**src/rtl/gpio_pair_pkg.sv**
```systemverilog
// Package: shared register selector for the dual-bank GPIO controller.
// Assumes a 3-bit word address. Codes 5..7 are unmapped.
package gpio_pair_pkg;

    localparam int ADDR_W = 3;

    typedef enum logic [ADDR_W-1:0] {
        SEL_DIR = 3'd0,
        SEL_OUT = 3'd1,
        SEL_SET = 3'd2,
        SEL_CLR = 3'd3,
        SEL_IN  = 3'd4
    } reg_sel_e;

endpackage

```
**src/rtl/gpio_bank_regs.sv**
```systemverilog
// Module: direction and output-data state for one bank of pins.
// Assumes at most one of the write strobes is active in a cycle.
// The priority order set > clear > load only matters if that ever changes.
module gpio_bank_regs #(
    parameter int W = 16
) (
    input  logic         clk,
    input  logic         rst_n,
    input  logic         wr_dir,
    input  logic         wr_load,
    input  logic         wr_set,
    input  logic         wr_clr,
    input  logic [W-1:0] wdata,
    output logic [W-1:0] dir_q,
    output logic [W-1:0] out_q
);

    // Direction state: reset to all inputs, loaded whole.
    always_ff @(posedge clk) begin
        if (!rst_n) begin
            dir_q <= '1;
        end else if (wr_dir) begin
            dir_q <= wdata;
        end
    end

    // Output latch: bitwise set or clear by mask, or loaded whole.
    always_ff @(posedge clk) begin
        if (!rst_n) begin
            out_q <= '0;
        end else if (wr_set) begin
            out_q <= out_q | wdata;
        end else if (wr_clr) begin
            out_q <= out_q & ~wdata;
        end else if (wr_load) begin
            out_q <= wdata;
        end
    end

endmodule

```
**src/rtl/gpio_pin_sync.sv**
```systemverilog
// Module: multi-stage synchroniser followed by a capture register for pin inputs.
// Assumes STAGES >= 1. The total latency from the pin to q is STAGES+1 edges.
module gpio_pin_sync #(
    parameter int W      = 16,
    parameter int STAGES = 2
) (
    input  logic         clk,
    input  logic         rst_n,
    input  logic [W-1:0] d,
    output logic [W-1:0] q
);

    logic [W-1:0] chain [STAGES];

    // First stage samples the asynchronous pad level.
    always_ff @(posedge clk) begin
        if (!rst_n) chain[0] <= '0;
        else        chain[0] <= d;
    end

    for (genvar s = 1; s < STAGES; s++) begin : g_stage
        // Further stages settle any metastability.
        always_ff @(posedge clk) begin
            if (!rst_n) chain[s] <= '0;
            else        chain[s] <= chain[s-1];
        end
    end

    // Capture register read by software.
    always_ff @(posedge clk) begin
        if (!rst_n) q <= '0;
        else        q <= chain[STAGES-1];
    end

endmodule

```
**src/rtl/gpio_pair_ctrl.sv**
```systemverilog
// Module: dual-bank GPIO register controller (top).
// Bank b owns bits [b*BANK_W +: BANK_W] of every register and port.
// Read data is combinational from addr. Writes take effect on the next edge.
module gpio_pair_ctrl
    import gpio_pair_pkg::*;
#(
    parameter int BANK_W      = 16,
    parameter int NUM_BANKS   = 2,
    parameter int SYNC_STAGES = 2
) (
    input  logic                           clk,
    input  logic                           rst_n,
    input  logic [ADDR_W-1:0]              addr,
    input  logic                           wr_en,
    input  logic [BANK_W*NUM_BANKS-1:0]    wr_data,
    output logic [BANK_W*NUM_BANKS-1:0]    rd_data,
    output logic [BANK_W*NUM_BANKS-1:0]    pin_out,
    output logic [BANK_W*NUM_BANKS-1:0]    pin_oe,
    input  logic [BANK_W*NUM_BANKS-1:0]    pin_in
);

    localparam int DATA_W = BANK_W * NUM_BANKS;

    logic              wr_dir, wr_load, wr_set, wr_clr;
    logic [DATA_W-1:0] dir_all, out_all, in_all;

    // Decode the write strobe into one strobe per register.
    always_comb begin
        wr_dir  = wr_en && (addr == SEL_DIR);
        wr_load = wr_en && (addr == SEL_OUT);
        wr_set  = wr_en && (addr == SEL_SET);
        wr_clr  = wr_en && (addr == SEL_CLR);
    end

    for (genvar b = 0; b < NUM_BANKS; b++) begin : g_bank
        gpio_bank_regs #(.W(BANK_W)) u_regs (
            .clk     (clk),
            .rst_n   (rst_n),
            .wr_dir  (wr_dir),
            .wr_load (wr_load),
            .wr_set  (wr_set),
            .wr_clr  (wr_clr),
            .wdata   (wr_data[b*BANK_W +: BANK_W]),
            .dir_q   (dir_all[b*BANK_W +: BANK_W]),
            .out_q   (out_all[b*BANK_W +: BANK_W])
        );

        gpio_pin_sync #(.W(BANK_W), .STAGES(SYNC_STAGES)) u_sync (
            .clk   (clk),
            .rst_n (rst_n),
            .d     (pin_in[b*BANK_W +: BANK_W]),
            .q     (in_all[b*BANK_W +: BANK_W])
        );
    end

    // Pad drive: the latched level always, the enable from direction inverted.
    always_comb begin
        pin_out = out_all;
        pin_oe  = ~dir_all;
    end

    // Read mux: the three output views share the latch, unmapped reads give 0.
    always_comb begin
        case (addr)
            SEL_DIR:                   rd_data = dir_all;
            SEL_OUT, SEL_SET, SEL_CLR: rd_data = out_all;
            SEL_IN:                    rd_data = in_all;
            default:                   rd_data = '0;
        endcase
    end

endmodule

```
**config.mk**
```make
export PLATFORM = sky130hd
export DESIGN_NAME = gpio_pair_ctrl
export DESIGN_NICKNAME = d
export VERILOG_FILES = /design/src/rtl/gpio_pair_pkg.sv /design/src/rtl/gpio_bank_regs.sv /design/src/rtl/gpio_pin_sync.sv /design/src/rtl/gpio_pair_ctrl.sv
export SDC_FILE = /design/constraint.sdc
export NUM_CORES = 1
export LEC_CHECK = 0
export BUFFER_PORTS_ARGS = -buffer_cell sky130_fd_sc_hd__buf_2
export CORE_MARGIN = 8
export CORE_UTILIZATION = 54
export DETAILED_ROUTE_END_ITERATION = 10
export PLACE_DENSITY = 0.82
export SLEW_MARGIN = 20
export SYNTH_ARGS = -nofsm -noshare
export SYNTH_HDL_FRONTEND = slang
export SYNTH_HIERARCHICAL = 1
export SYNTH_SLANG_ARGS = --single-unit
```
**constraint.sdc**
```tcl
create_clock -name clk -period 2.6 [get_ports clk]
set_clock_uncertainty 0.15 [all_clocks]
set_input_delay 0.13 -clock clk [delete_from_list [all_inputs] [get_ports clk]]
set_output_delay 0.13 -clock clk [all_outputs]
set_load 0.01 [all_outputs]
```
==> qor.yml <==
fillCellCount: 956
drc: 0
layout_commonest_cell: "buf_2"
end_kind: "primary output"
final_core_util_pct: 71.4
critical_path_class: "in -> out"
synth_ff_type: "dfxtp_1"
gp_congestion: 0.919
fin_crit_sh_pct: 73.0
grt_max_degree: 78
period_minus_slack_ps: 1900
tns_ps: 0
routed_wl_um: 18700
status: "finished, final reports clean"
root_buffer: "clkbuf_16"
hold_class: "reg -> reg"
post_cts.repair.setup_buffers: 0
yosysWarnings: 6
p_per_area_nw_per_um2: 608
die_area_sq_um: 17000
syn-num-nets: 754
cp.required_ps: 2320
syn_area_sq_um: 7040
io_pins: 166
setup_violations: 0
path_clk_slew_ps: 60
holdBufCountCts: 65
hpwl_um: 12900
vdd_drop_max_uv: 457
p_leak_nw: 4.37
wl_per_cell_um: 17.5
rsz0062_at_grt: "no"
layout_common_cells: "buf_2, dfxtp_1, dlygate4sd3_1"
async_flop_share_pct: 0
port_buffers: 165
cap_violations: 0
drtIter0Drc: 427
path_max_fanout: 50
ctsResizeCount: 0
clkSinkCount: 160
slew_headroom_pct: 64.2
synthCells: 684
critPathLaunchType: "input pin"
synth_cell_type_count: 34
worst_slew_pin_slew_ps: 537
synth-edff-count: 0
track_usage_pct: 21.6
finalHoldViolations: 0
grt_pass1_vias: 5486
grt_first_pass_wirelength_um: 28400
layout.nets: 957
synth-seq-cells: 160
die_h_um: 130
slew_violations: 0
htree_levels: 4
clock.fmax_mhz: 527
arrival_ps: 1620
cts_buffer_depth: 2
rows: 41
vias: 5753
drt_pass1_iterations: 5
die_x_um: 130
syn_avg_cell_area_sq_um: 10.3
holdWs_ps: 280
gr-total-overflow: 0
cts_tree: "yes"
clk_latency_ps: 420
cts_buffers: 17
grt_antenna_before_repair: 2
seq_area_frac_synth_pct: 45.5
ant_nets: 0
areaGrowthSynthToFinish_pct: 28.4
layout-drive-gt1-share_pct: 32.5
avgViaCountPerCell: 5.37
start_util_pct: 55.6
core_sq_um: 12700
[per-stage QoR]
stage          power, mW  instance area (sq um)  worst slack [ps]  std cells
3_3_place_gp        3.13                   7840               665        975
5_1_grt             5.69                   9040               624       1072
3_5_place_dp        3.15                   7840               562        975
4_1_cts             5.54                   9040               710       1071
6_report            5.50                   9040               702       1072
2_1_floorplan       2.96                   7040               288        684
[kinds of logic (layout without fill, tap and decap cells)]
logic type | Yosys count | after routing | share of synthesized area, %
buf+inv | 97 | 312 | 7.80
compound gates | 110 | 110 | 11.7
simple gates | 285 | 285 | 30.5
other cells | 0 | 1 | 0
mux | 32 | 32 | 4.55
flops | 160 | 160 | 45.5
[worst paths after layout]
| path | start | to | slack [ps] | depth (start not counted) |
|---|---|---|---|---|
| max reg2reg | g_bank[1].u_regs/out_q[8] | g_bank[1].u_regs/out_q[8] | 1490 | 3 |
| min | g_bank[0].u_sync/chain[1][1] | g_bank[0].u_sync/q[1] | 280 | 1 |
| max | addr[2] | rd_data[15] | 700 | 5 |
| min reg2reg | g_bank[0].u_sync/chain[1][1] | g_bank[0].u_sync/q[1] | 280 | 1 |
[critical path, cell delays in order]
cell	delay [ps]
buf_4	280
buf_4	500
and2b_1	240
a211o_1	300
buf_2	150
[cell type report]
class	count	area (sq um)	area share, %
Multi-Input combinational cell	427	3310	36.6
Sequential cell	160	3200	35.4
Timing Repair Buffer	249	1640	18.1
Clock buffer	20	447	4.94
Tap cell	172	215	2.38
Inverter	32	120	1.33
Clock inverter	11	106	1.18
Antenna cell	1	2.50	0.0277
[sequential cells by signal (all words and copies together) (netlist names)]
| signal | count |
|---|---|
| g_bank.u_regs/dir_q | 32 |
| g_bank.u_regs/out_q | 32 |
| g_bank.u_sync/chain | 64 |
| g_bank.u_sync/q | 32 |
[power breakdown]
| group | internal, mW | switching [mW] | total, mW |
|---|---|---|---|
| Combinational | 0.299 | 0.301 | 0.600 |
| Clock | 1.35 | 0.978 | 2.32 |
| Sequential | 2.54 | 0.0410 | 2.58 |
[metal layers]
layer  track usage (%)  up-vias  part of all wire, %
li1                  -     2774                    -
met1              26.2     2674                   41
met2              34.9      260                   48
met3              5.59       43                  8.1
met4              10.5        2                  2.7
met5                 0        -                0.069
[synthesized netlist by cell type (16+ instances only)]
cell      count  share of area [%]
a211o_1      32                4.0
mux2i_1      32                4.5
dfxtp_1     160                 45
nor3b_1      18                1.9
nor4b_2      16                3.4
a21oi_1      18                1.3
o31ai_1      18                1.9
inv_1        32                1.7
and4bb_1     19                3.4
and2_2       42                4.5
nor2b_1      23                2.0
nor4b_1      17                2.1
nand2_1      32                1.7
buf_2        28                2.0
nand3b_1     18                1.9
and2_1       54                4.8
(Power assumes the default switching activity.)
